===== src/rtl/lin_xlat_pkg.sv =====
package lin_xlat_pkg;
  // register word indices
  localparam logic [2:0] RIX_VERSION = 3'd0;
  localparam logic [2:0] RIX_CTRL    = 3'd1;
  localparam logic [2:0] RIX_FLUSH   = 3'd2;
  localparam logic [2:0] RIX_FIRST   = 3'd3;
  localparam logic [2:0] RIX_RANGE   = 3'd4;
  localparam logic [2:0] RIX_BASE    = 3'd5;
  localparam logic [2:0] RIX_DFLT_RD = 3'd6;
  localparam logic [2:0] RIX_DFLT_WR = 3'd7;

  // control bit positions
  localparam int CB_EN     = 0;
  localparam int CB_GATE   = 1;
  localparam int CB_BYPASS = 4;
  localparam int VER_LSB   = 8;

  typedef enum logic [0:0] {
    XS_IDLE = 1'b0,
    XS_WAIT = 1'b1
  } xlat_state_e;
endpackage


===== src/rtl/lin_xlat_regs.sv =====
module lin_xlat_regs
  import lin_xlat_pkg::*;
#(
  parameter int VPN_W     = 20,
  parameter int PPN_W     = 20,
  parameter bit SPLIT     = 1'b1,
  parameter int RANGE_RST = 65535
) (
  input  logic             clk,
  input  logic             rst,
  input  logic             we,
  input  logic             re,
  input  logic [2:0]       addr,
  input  logic [31:0]      wdata,
  output logic [31:0]      rdata,
  output logic             xl_en,
  output logic             bypass,
  output logic             flush,
  output logic [VPN_W-1:0] first_vpn,
  output logic [VPN_W-1:0] vpn_range,
  output logic [PPN_W-1:0] tbl_ppn,
  output logic [PPN_W-1:0] dflt_rd,
  output logic [PPN_W-1:0] dflt_wr
);
  localparam logic [31:0] VERSION_WORD = 32'(SPLIT ? 1 : 0) << VER_LSB;

  logic             en_q, gate_q, byp_q;
  logic [VPN_W-1:0] first_q, range_q;
  logic [PPN_W-1:0] base_q, drd_q;
  logic [PPN_W-1:0] dwr_view;
  logic [31:0]      ctrl_view;

  always_ff @(posedge clk) begin
    if (rst) begin
      en_q    <= 1'b0;
      gate_q  <= 1'b0;
      byp_q   <= 1'b0;
      first_q <= '0;
      range_q <= VPN_W'(RANGE_RST);
      base_q  <= '0;
      drd_q   <= '0;
    end else if (we) begin
      case (addr)
        RIX_CTRL: begin
          en_q   <= wdata[CB_EN];
          gate_q <= wdata[CB_GATE];
          byp_q  <= wdata[CB_BYPASS];
        end
        RIX_FIRST:   first_q <= wdata[VPN_W-1:0];
        RIX_RANGE:   range_q <= wdata[VPN_W-1:0];
        RIX_BASE:    base_q  <= wdata[PPN_W-1:0];
        RIX_DFLT_RD: drd_q   <= wdata[PPN_W-1:0];
        default: ;
      endcase
    end
  end

  generate
    if (SPLIT) begin : g_split
      logic [PPN_W-1:0] dwr_q;
      always_ff @(posedge clk) begin
        if (rst) begin
          dwr_q <= '0;
        end else if (we && addr == RIX_DFLT_WR) begin
          dwr_q <= wdata[PPN_W-1:0];
        end
      end
      assign dflt_wr  = dwr_q;
      assign dwr_view = dwr_q;
    end else begin : g_shared
      assign dflt_wr  = drd_q;
      assign dwr_view = '0;
    end
  endgenerate

  always_comb begin
    ctrl_view            = '0;
    ctrl_view[CB_EN]     = en_q;
    ctrl_view[CB_GATE]   = gate_q;
    ctrl_view[CB_BYPASS] = byp_q;
  end

  always_ff @(posedge clk) begin
    if (rst) begin
      rdata <= '0;
    end else if (re) begin
      case (addr)
        RIX_VERSION: rdata <= VERSION_WORD;
        RIX_CTRL:    rdata <= ctrl_view;
        RIX_FIRST:   rdata <= 32'(first_q);
        RIX_RANGE:   rdata <= 32'(range_q);
        RIX_BASE:    rdata <= 32'(base_q);
        RIX_DFLT_RD: rdata <= 32'(drd_q);
        RIX_DFLT_WR: rdata <= 32'(dwr_view);
        default:     rdata <= '0;
      endcase
    end
  end

  assign flush     = we && (addr == RIX_FLUSH);
  assign xl_en     = en_q;
  assign bypass    = byp_q;
  assign first_vpn = first_q;
  assign vpn_range = range_q;
  assign tbl_ppn   = base_q;
  assign dflt_rd   = drd_q;

  logic lint_unused;
  assign lint_unused = ^wdata;
endmodule


===== src/rtl/lin_xlat_window.sv =====
module lin_xlat_window #(
  parameter int VA_W     = 32,
  parameter int PA_W     = 32,
  parameter int PG_SHIFT = 12
) (
  input  logic [VA_W-1:0]          va,
  input  logic [VA_W-PG_SHIFT-1:0] first_vpn,
  input  logic [VA_W-PG_SHIFT-1:0] vpn_range,
  input  logic [PA_W-PG_SHIFT-1:0] tbl_ppn,
  output logic                     in_win,
  output logic [PA_W-1:0]          entry_addr
);
  localparam int VPN_W = VA_W - PG_SHIFT;
  localparam int ENT_SHIFT = 2;  // 32-bit entries

  logic [VPN_W-1:0] vpn, delta;
  logic             below, beyond;

  always_comb begin
    vpn        = va[VA_W-1:PG_SHIFT];
    below      = vpn < first_vpn;
    delta      = vpn - first_vpn;
    beyond     = delta > vpn_range;
    in_win     = !below && !beyond;
    entry_addr = {tbl_ppn, {PG_SHIFT{1'b0}}} + (PA_W'(delta) << ENT_SHIFT);
  end
endmodule


===== src/rtl/lin_xlat_tlb.sv =====
module lin_xlat_tlb #(
  parameter int N     = 4,
  parameter int TAG_W = 20,
  parameter int DAT_W = 20
) (
  input  logic             clk,
  input  logic             rst,
  input  logic             flush,
  input  logic [TAG_W-1:0] lk_tag,
  output logic             lk_hit,
  output logic [DAT_W-1:0] lk_dat,
  input  logic             fill,
  input  logic [TAG_W-1:0] fill_tag,
  input  logic [DAT_W-1:0] fill_dat
);
  localparam int IDX_W = (N > 1) ? $clog2(N) : 1;
  localparam logic [IDX_W-1:0] LAST = IDX_W'(N - 1);

  logic [N-1:0]     vld_q;
  logic [TAG_W-1:0] tag_q [N];
  logic [DAT_W-1:0] dat_q [N];
  logic [IDX_W-1:0] rr_q;

  always_comb begin
    lk_hit = 1'b0;
    lk_dat = '0;
    for (int i = 0; i < N; i++) begin
      if (vld_q[i] && tag_q[i] == lk_tag) begin
        lk_hit = 1'b1;
        lk_dat = dat_q[i];
      end
    end
  end

  // valid bits and replacement pointer; flush wins over a fill
  always_ff @(posedge clk) begin
    if (rst) begin
      vld_q <= '0;
      rr_q  <= '0;
    end else if (flush) begin
      vld_q <= '0;
    end else if (fill) begin
      vld_q[rr_q] <= 1'b1;
      rr_q        <= (rr_q == LAST) ? '0 : rr_q + 1'b1;
    end
  end

  // payload storage needs no reset
  generate
    for (genvar g = 0; g < N; g++) begin : g_slot
      always_ff @(posedge clk) begin
        if (fill && !flush && rr_q == IDX_W'(g)) begin
          tag_q[g] <= fill_tag;
          dat_q[g] <= fill_dat;
        end
      end
    end
  endgenerate
endmodule


===== src/rtl/lin_xlat.sv =====
module lin_xlat
  import lin_xlat_pkg::*;
#(
  parameter int VA_W      = 32,
  parameter int PA_W      = 32,
  parameter int PG_SHIFT  = 12,
  parameter int TLB_N     = 4,
  parameter bit SPLIT     = 1'b1,
  parameter int RANGE_RST = 65535
) (
  input  logic            clk,
  input  logic            rst,
  input  logic            cfg_we,
  input  logic            cfg_re,
  input  logic [2:0]      cfg_addr,
  input  logic [31:0]     cfg_wdata,
  output logic [31:0]     cfg_rdata,
  input  logic            req_valid,
  output logic            req_ready,
  input  logic            req_write,
  input  logic [VA_W-1:0] req_va,
  output logic            rsp_valid,
  output logic [PA_W-1:0] rsp_pa,
  output logic            rsp_fault,
  output logic            fault_flag,
  output logic            tbl_req,
  output logic [PA_W-1:0] tbl_addr,
  input  logic            tbl_rvalid,
  input  logic [31:0]     tbl_rdata
);
  localparam int VPN_W = VA_W - PG_SHIFT;
  localparam int PPN_W = PA_W - PG_SHIFT;

  logic             xl_en, bypass, flush;
  logic [VPN_W-1:0] first_vpn, vpn_range;
  logic [PPN_W-1:0] tbl_ppn, dflt_rd, dflt_wr;

  lin_xlat_regs #(
    .VPN_W(VPN_W), .PPN_W(PPN_W), .SPLIT(SPLIT), .RANGE_RST(RANGE_RST)
  ) u_regs (
    .clk(clk), .rst(rst), .we(cfg_we), .re(cfg_re), .addr(cfg_addr),
    .wdata(cfg_wdata), .rdata(cfg_rdata), .xl_en(xl_en), .bypass(bypass),
    .flush(flush), .first_vpn(first_vpn), .vpn_range(vpn_range),
    .tbl_ppn(tbl_ppn), .dflt_rd(dflt_rd), .dflt_wr(dflt_wr)
  );

  logic            in_win;
  logic [PA_W-1:0] entry_addr;

  lin_xlat_window #(
    .VA_W(VA_W), .PA_W(PA_W), .PG_SHIFT(PG_SHIFT)
  ) u_win (
    .va(req_va), .first_vpn(first_vpn), .vpn_range(vpn_range),
    .tbl_ppn(tbl_ppn), .in_win(in_win), .entry_addr(entry_addr)
  );

  xlat_state_e      st_q;
  logic [VPN_W-1:0] req_vpn, pend_vpn_q;
  logic             lk_hit, fill;
  logic [PPN_W-1:0] lk_ppn;

  assign req_vpn = req_va[VA_W-1:PG_SHIFT];
  assign fill    = (st_q == XS_WAIT) && tbl_rvalid;

  lin_xlat_tlb #(
    .N(TLB_N), .TAG_W(VPN_W), .DAT_W(PPN_W)
  ) u_tlb (
    .clk(clk), .rst(rst), .flush(flush), .lk_tag(req_vpn),
    .lk_hit(lk_hit), .lk_dat(lk_ppn), .fill(fill),
    .fill_tag(pend_vpn_q), .fill_dat(tbl_rdata[PPN_W-1:0])
  );

  logic            passthru, is_fault, accept, miss;
  logic [PA_W-1:0] next_pa;
  logic [PPN_W-1:0] dflt_sel;

  always_comb begin
    passthru  = !xl_en || bypass;
    is_fault  = !passthru && !in_win;
    req_ready = (st_q == XS_IDLE) && (passthru || !in_win || lk_hit);
    accept    = req_valid && req_ready;
    miss      = req_valid && (st_q == XS_IDLE) && !passthru && in_win && !lk_hit;
    dflt_sel  = req_write ? dflt_wr : dflt_rd;
    if (passthru) begin
      next_pa = PA_W'(req_va);
    end else if (is_fault) begin
      next_pa = {dflt_sel, req_va[PG_SHIFT-1:0]};
    end else begin
      next_pa = {lk_ppn, req_va[PG_SHIFT-1:0]};
    end
  end

  // miss handling: one table read, then refill and retry the lookup
  always_ff @(posedge clk) begin
    if (rst) begin
      st_q       <= XS_IDLE;
      tbl_req    <= 1'b0;
      tbl_addr   <= '0;
      pend_vpn_q <= '0;
    end else begin
      tbl_req <= 1'b0;
      case (st_q)
        XS_IDLE: begin
          if (miss) begin
            st_q       <= XS_WAIT;
            tbl_req    <= 1'b1;
            tbl_addr   <= entry_addr;
            pend_vpn_q <= req_vpn;
          end
        end
        XS_WAIT: begin
          if (tbl_rvalid) begin
            st_q <= XS_IDLE;
          end
        end
        default: st_q <= XS_IDLE;
      endcase
    end
  end

  // registered response
  always_ff @(posedge clk) begin
    if (rst) begin
      rsp_valid  <= 1'b0;
      rsp_pa     <= '0;
      rsp_fault  <= 1'b0;
      fault_flag <= 1'b0;
    end else begin
      rsp_valid <= accept;
      if (accept) begin
        rsp_pa    <= next_pa;
        rsp_fault <= is_fault;
      end
      if (accept && is_fault) begin
        fault_flag <= 1'b1;
      end
    end
  end

  logic lint_unused;
  assign lint_unused = ^tbl_rdata;
endmodule


===== config.mk =====
export PLATFORM = sky130hd
export DESIGN_NAME = lin_xlat
export DESIGN_NICKNAME = d
export VERILOG_FILES = /design/src/rtl/lin_xlat_pkg.sv /design/src/rtl/lin_xlat_regs.sv /design/src/rtl/lin_xlat_window.sv /design/src/rtl/lin_xlat_tlb.sv /design/src/rtl/lin_xlat.sv
export SDC_FILE = /design/constraint.sdc
export NUM_CORES = 1
export LEC_CHECK = 0
export CELL_PAD_IN_SITES_DETAIL_PLACEMENT = 0
export CELL_PAD_IN_SITES_GLOBAL_PLACEMENT = 1
export CORE_MARGIN = 2
export CORE_UTILIZATION = 40
export CTS_BUF_LIST = sky130_fd_sc_hd__clkbuf_4 sky130_fd_sc_hd__clkbuf_8 sky130_fd_sc_hd__clkbuf_16
export CTS_CLUSTER_SIZE = 14
export DETAILED_ROUTE_END_ITERATION = 10
export GPL_ROUTABILITY_DRIVEN = 0
export GPL_TIMING_DRIVEN = 0
export PLACE_DENSITY = 0.84
export SLEW_MARGIN = 15
export SYNTH_ARGS = -nofsm -noshare
export SYNTH_HDL_FRONTEND = slang
export SYNTH_SLANG_ARGS = --single-unit

===== constraint.sdc =====
create_clock -name clk -period 5.7 [get_ports clk]
set_clock_uncertainty 0.2 [all_clocks]
set_input_delay 0.855 -clock clk [delete_from_list [all_inputs] [get_ports clk]]
set_output_delay 0.855 -clock clk [all_outputs]
set_load 0.1 [all_outputs]

Word level (Yosys, flattened, before mapping). Memory sizes are Yosys's and may differ from the RTL's. Cells that the tools add are included.

Reductions and logical operators: 49. Multipliers: 0. Shift operators: 0. Equal/unequal tests: 14. Mux-type cells: 44. Bitwise logic cells: 3. $add $sub $neg: 3. Magnitude comparators: 4. Div/mod/pow operators: 0.

Operator list (count): $mux 20 (11); $pmux 20 s7 (1); $reduce_or 20->1 (6); $eq 20x20->1 (4); $mux 32 (2); $add 32x22->32 (1); $logic_and 1x1->1 (22); $mux 1 (21); $gt 20x20->1 (1); $lt 20x20->1 (1); $sub 20x20->20 (1); $mux 2 (7); $reduce_and 2->1 (7); $eq 3x3->1 const B (4); $logic_not 1->1 (7); $eq 3x2->1 const B (2); $eq 2x2->1 const B (2); $or 4x4->4 (1); $reduce_or 2->1 (2); $eq 3x1->1 const B (1); $logic_not 3->1 (1); $logic_or 1x1->1 (3); $lt 2x3->1 const B (1); $add 2x1->2 const B (1); other kinds (6) (7).

Bits in read-only memories: 0. RAM bits: 160. Memories kept: 2. Output and inout bits: 101. Bits in latches: 0. Bits in registers: 230. Input bits: 106. Word-level logic and storage cells: 138.

Memories: u_tlb.dat_q (depth 4, width 20, rd ports 4, clocked after memory_dff 0, write ports 1, line lin_xlat_tlb.sv:21) `logic [DAT_W-1:0] dat_q [N];`; u_tlb.tag_q (depth 4, width 20, rd ports 4, clocked after memory_dff 0, write ports 1, line lin_xlat_tlb.sv:20) `logic [TAG_W-1:0] tag_q [N];`.

Longest topological paths before layout.
Depth after elaboration: 11. Mapped depth: 24. Depth with buffers taken out: 22.

Hierarchy. A second synthesis with hierarchy kept.

Cells, all modules: 1858. Area total of the unflattened synthesis: 18410.2 um2.

By module, submodules not included: lin_xlat_tlb (area an instance 6920.4 um2, times used 1, cells each 437, seq. area each 4924.7 um2); lin_xlat_regs (area an instance 5198.7 um2, times used 1, cells each 630, seq. area each 2462.4 um2); lin_xlat (area an instance 4042.6 um2, times used 1, cells each 474, seq. area each 1781.7 um2); lin_xlat_window (area an instance 2248.4 um2, times used 1, cells each 317, seq. area each 0.0 um2).

Least setup slack after synthesis. No wires, ideal clock.

Path kind: input to output. Start point: input req_va[12]. End point: output req_ready. Data arrival time: 5.838 ns. Cell stages on the path: 22. Path buffers: 2. Setup slack: -1.193 ns. Cell sequence: clkbuf_1 > inv_1 > ha_1 > fa_1 > nand2b_1 > a21oi_1 > o21ai_2 > o22ai_1 > o22a_1 > a21oi_1 > o21bai_1 > xor2_1 > ha_1 > nand4_1 > nor3_1 > nand4_1 > o221ai_1 > o21ai_2 > o311ai_4 > buf_2 > nor3_1 > nor2_1.

Word-level cells in the longest chain between the ends: 8.

RTL lines: from (decl) (line lin_xlat.sv:21) `input logic [VA_W-1:0] req_va,`; $sub 20x20->20 / $eq 20x20->1 (equally long branches) (line lin_xlat_window.sv:22, lin_xlat_tlb.sv:28); $gt 20x20->1 / $logic_and 1x1->1 (equally long branches) (line lin_xlat_window.sv:23, lin_xlat_tlb.sv:28); $logic_not 1->1 / $mux 1 (equally long branches) (line lin_xlat_window.sv:24, lin_xlat_tlb.sv:28); $logic_and 1x1->1 / $mux 1 (equally long branches) (line lin_xlat_window.sv:24, lin_xlat_tlb.sv:28); $logic_not 1->1 / $mux 1 (equally long branches) (line lin_xlat.sv:80, lin_xlat_tlb.sv:28); $logic_or 1x1->1 / $mux 1 (equally long branches) (line lin_xlat.sv:80, lin_xlat_tlb.sv:28); $logic_or 1x1->1 (*) (line lin_xlat.sv:80) `req_ready = (st_q == XS_IDLE) && (passthru || !in_win || lk_hit);`; $logic_and 1x1->1 (*) (line lin_xlat.sv:80); to (decl) (line lin_xlat.sv:19) `output logic req_ready,`.

Mark *: on every way between the ends. The rest lies on a longest branch, timed or not.

Worst setup path in the final report.
Start point: register u_regs.first_q[1] (netlist: u_regs.first_vpn[1]). End point: output req_ready.

Word-level cells in the longest chain between the ends: 8.

RTL lines: from (decl) (line lin_xlat_regs.sv:28) `logic [VPN_W-1:0] first_q, range_q;`; from (signal assigned) (line lin_xlat_regs.sv:49) `RIX_FIRST: first_q <= wdata[VPN_W-1:0];`; $sub 20x20->20 (line lin_xlat_window.sv:22) `delta = vpn - first_vpn;`; $gt 20x20->1 (line lin_xlat_window.sv:23) `beyond = delta > vpn_range;`; $logic_not 1->1 (line lin_xlat_window.sv:24) `in_win = !below && !beyond;`; $logic_and 1x1->1 (*) (line lin_xlat_window.sv:24); $logic_not 1->1 (*) (line lin_xlat.sv:80); $logic_or 1x1->1 (*) (2 in a row) (line lin_xlat.sv:80); $logic_and 1x1->1 (*) (line lin_xlat.sv:80).

Marked as above.

==> results.json <==
{
  "worst_slew_pin_slew_ns": 1.08,
  "die_x_um": 211,
  "multi_input_area_um2": 7790,
  "ys_ff_latch": 376,
  "fin_crit_sh_pct": 103,
  "setup_ws_ns": -0.168,
  "numCtsBuffers": 41,
  "crit_buf_inv": 4,
  "nFillCells": 3771,
  "cp-end-kind": "primary output",
  "antenna_found_initial": 0,
  "syn_inst": 1659,
  "cts_num_sinks": 376,
  "firstDrtPassIters": 6,
  "synth-main-ff-cell": "dfxtp_1",
  "yosysSeqAreaShare_pct": 53.0,
  "p_leak_nw": 7.83,
  "synth_fa_ha_area_share_pct": 4.16,
  "finalNetCount": 2069,
  "muxShareOfSynthArea_pct": 7.97,
  "cp_max_fo": 3,
  "grt_setup_unrepaired": "yes",
  "cts_buffer_depth": 3,
  "placed_area_um2": 19800,
  "fin_hold_ws_ns": 0.259,
  "finalNonFillerCells": 2484,
  "synth_compound_area_share_pct": 10.9,
  "syn_avg_cell_area_um2": 10.4,
  "critPathRequiredTime_ns": 4.64,
  "post-dp-hpwl_um": 39800,
  "ios": 207,
  "ir_worst_vdd_v": 0.000266,
  "synth_xor_area_share_pct": 5.80,
  "synth-simple-area-share_pct": 13.6,
  "wl_met1_um": 21200,
  "start_util_pct": 40.2,
  "route.met2.wl_um": 26100,
  "ant_nets": 0,
  "synth_top_family_by_area": "simple AND/OR/NAND/NOR gates",
  "ys_types": 60,
  "port_buffers": 164,
  "drv_cap": 0,
  "dpl.cell_count": 2386,
  "fmax_ghz": 0.170,
  "met3_length_um": 3790,
  "synthArstFlopShare_pct": 0,
  "grt.overflow.total": 0,
  "syn_area_um2": 17200,
  "drc": 0,
  "ff2ff_setup_slack_ns": 0.16,
  "hold_path.class": "flop to flop",
  "tritoncts": "built",
  "slew_viol_final": 0,
  "cts_root_buf": "clkbuf_16",
  "cp_data_arrival_time_ns": 4.81,
  "die_h_um": 211,
  "fin_area_um2": 21700,
  "synth_warnings": 0,
  "max_stage_delay_ns": 0.38,
  "die_area_um2": 44700,
  "violations": "setup timing",
  "grt_pass1_wl_um": 78900,
  "slowest_stage": "a221o_1",
  "regArea_um2": 9140,
  "via_per_inst": 5.47,
  "first_iter_violations": 1275,
  "setup_viol": 1,
  "drive_gt1_share_pct": 13.0,
  "clock_latency_ns": 0.57,
  "diodes": 0,
  "p_per_area_nw_per_um2": 297,
  "synth-edff-count": 160,
  "wl_per_cell_um": 21.4,
  "relSlewSlack_pct": 27.8,
  "core_um2": 42800,
  "status": "finished, violations left",
  "worstSetupPathType": "flop to primary output",
  "track_usage_pct": 23.4,
  "critPathLaunchType": "flop",
  "syn2layout_area_growth_pct": 26.0,
  "h-tree-depth": 2,
  "period_needed_ns": 5.87,
  "hold_violations": 0,
  "crit_chain": "inv_2, ha_4, nor2b_4, o21ai_4, a21oi_4, o21ai_4, o21ai_2, a221o_1, a21o_1, a21oi_2, xnor2_2, ha_1, nand4_1, nor3_4, nand4_1, buf_6, o221ai_2, o21ai_2, o311ai_4, buf_6, nor3_4, nor2_4, buf_12",
  "highest_layer": "met4",
  "grt_pass1_vias": 13500,
  "vias": 13600,
  "path_clk_slew_ns": 0.07,
  "fp-row-count": 76,
  "path_delay_family": "compound AO/OA/AOI/OAI gates",
  "grt_max_degree": 27,
  "finalWirelength_um": 53000
}
==> layout make-up <==
| cell class | count | area share [%] |
|---|---|---|
| Timing Repair Buffer | 192 | 8.77 |
| Clock buffer | 53 | 5.20 |
| Inverter | 53 | 0.917 |
| Multi-Input combinational cell | 1115 | 35.9 |
| Sequential cell | 376 | 42.1 |
| Clock inverter | 21 | 1.10 |
| Tap cell | 546 | 3.15 |
| Buffer | 128 | 2.84 |
==> cell families after synthesis <==
family	Yosys count
AND/OR/NAND/NOR	536
flip-flops	376
AO/OA/AOI/OAI	281
buffers and inverters	181
XOR/XNOR	114
multiplexers	114
adder cells (fa/ha/maj)	56
other	1
==> routing by layer <==
layer | vias up | track usage, %
met4 | 0 | 9.25
met1 | 6606 | 28.9
li1 | 6342 | -
met3 | 108 | 4.06
met2 | 535 | 40.5
met5 | - | 0
==> cell usage after synthesis, types with 20 or more instances <==
master    number  area share (%)
nand3_1       37             1.1
nand2_1      205             4.5
a21oi_1      134             3.9
xor2_1        51             2.6
edfxtp_1     160              28
ha_1          54             3.9
clkbuf_1      96             2.1
nor2_1       176             3.8
nor3_1        27            0.78
dfxtp_1      216              25
a311oi_1      20             1.0
xnor2_1       63             3.2
mux2i_1       73             4.2
nor4_1        30             1.1
inv_1         53             1.2
a221o_1       21             1.2
mux2_2        24             1.6
==> where the power goes <==
group,internal (mW),switching [mW],leakage (nW),total (mW)
combinational,0.302,0.565,3.84,0.868
clock,1.59,1.13,0.686,2.72
sequential,2.83,0.0296,3.30,2.86
==> worst paths after layout <==
kind                                                  startpoint                       to  cells after the start
worst max-delay path            u_regs.first_vpn[1]$_SDFFE_PP0P_                req_ready                     23
worst min-delay path                      rsp_fault$_SDFFE_PP0P_   rsp_fault$_SDFFE_PP0P_                      2
worst max register to register  u_regs.first_vpn[1]$_SDFFE_PP0P_  rsp_pa[22]$_SDFFE_PP0P_                     23
worst min register to register            rsp_fault$_SDFFE_PP0P_   rsp_fault$_SDFFE_PP0P_                      2
==> sequential cells by signal (all words and copies together) (netlist names) <==
register / flops
fault_flag: 1
pend_vpn_q: 20
rsp_fault: 1
rsp_pa: 32
rsp_valid: 1
st_q: 1
tbl_addr: 30
tbl_req: 1
u_regs.bypass: 1
u_regs.dflt_rd: 20
u_regs.dflt_wr: 20
u_regs.first_vpn: 20
u_regs.gate_q: 1
u_regs.rdata: 20
u_regs.tbl_ppn: 20
u_regs.vpn_range: 20
u_regs.xl_en: 1
u_tlb.dat_q: 80
u_tlb.rr_q: 2
u_tlb.tag_q: 80
u_tlb.vld_q: 4
==> repair_timing <==
item,CTS,global route
resized for setup,112,10
setup buffers,24,0
hold buffers,0,0
endpoints found under the setup margin,88,47
pin swaps,34,1
==> per-stage QoR <==
step | power, mW | TNS (ns) | setup WS (ns) | util, %
global placement | 3.70 | -122.94 | -2.52 | 46.0
floorplan | 3.45 | 0 | 0.0109 | -
global route | 6.63 | -0.344 | -0.344 | 50.7
CTS | 6.46 | -0.0269 | -0.0269 | 50.6
detailed placement | 3.72 | -128.11 | -2.56 | 46.2
finish | 6.45 | -0.168 | -0.168 | 50.7
==> placed cells by master, fill, tap and decap left out, drive strengths merged, types with 3 or more instances in the layout <==
master           n
nand2          205
a211o           16
conb            14
clkdlybuf4s15    3
nand4           19
xor2            51
a22oi           18
clkdlybuf4s50  149
nor2b           10
or3              4
o21ai           15
nand3           37
and3             6
a311oi          20
a221oi           5
and2             5
mux2i           73
nor4            30
buf             66
or2              5
clkbuf         150
nand2b           7
bufinv           4
a221o           21
ha              54
dfxtp          216
a211oi          14
a21oi          134
o21a             4
clkinv          12
a21o            11
xnor2           63
nor3            28
mux2            25
mux4            16
a31oi            6
nor2           176
inv             57
edfxtp         160
dlygate4sd2      5
==> worst min-delay path: cells and delay by family (launching register included) <==
family          cells  cell delay (ns)
flops               1             0.31
compound gates      1             0.05
simple gates        1             0.05
Note: power is estimated with default switching activity, not from simulation.
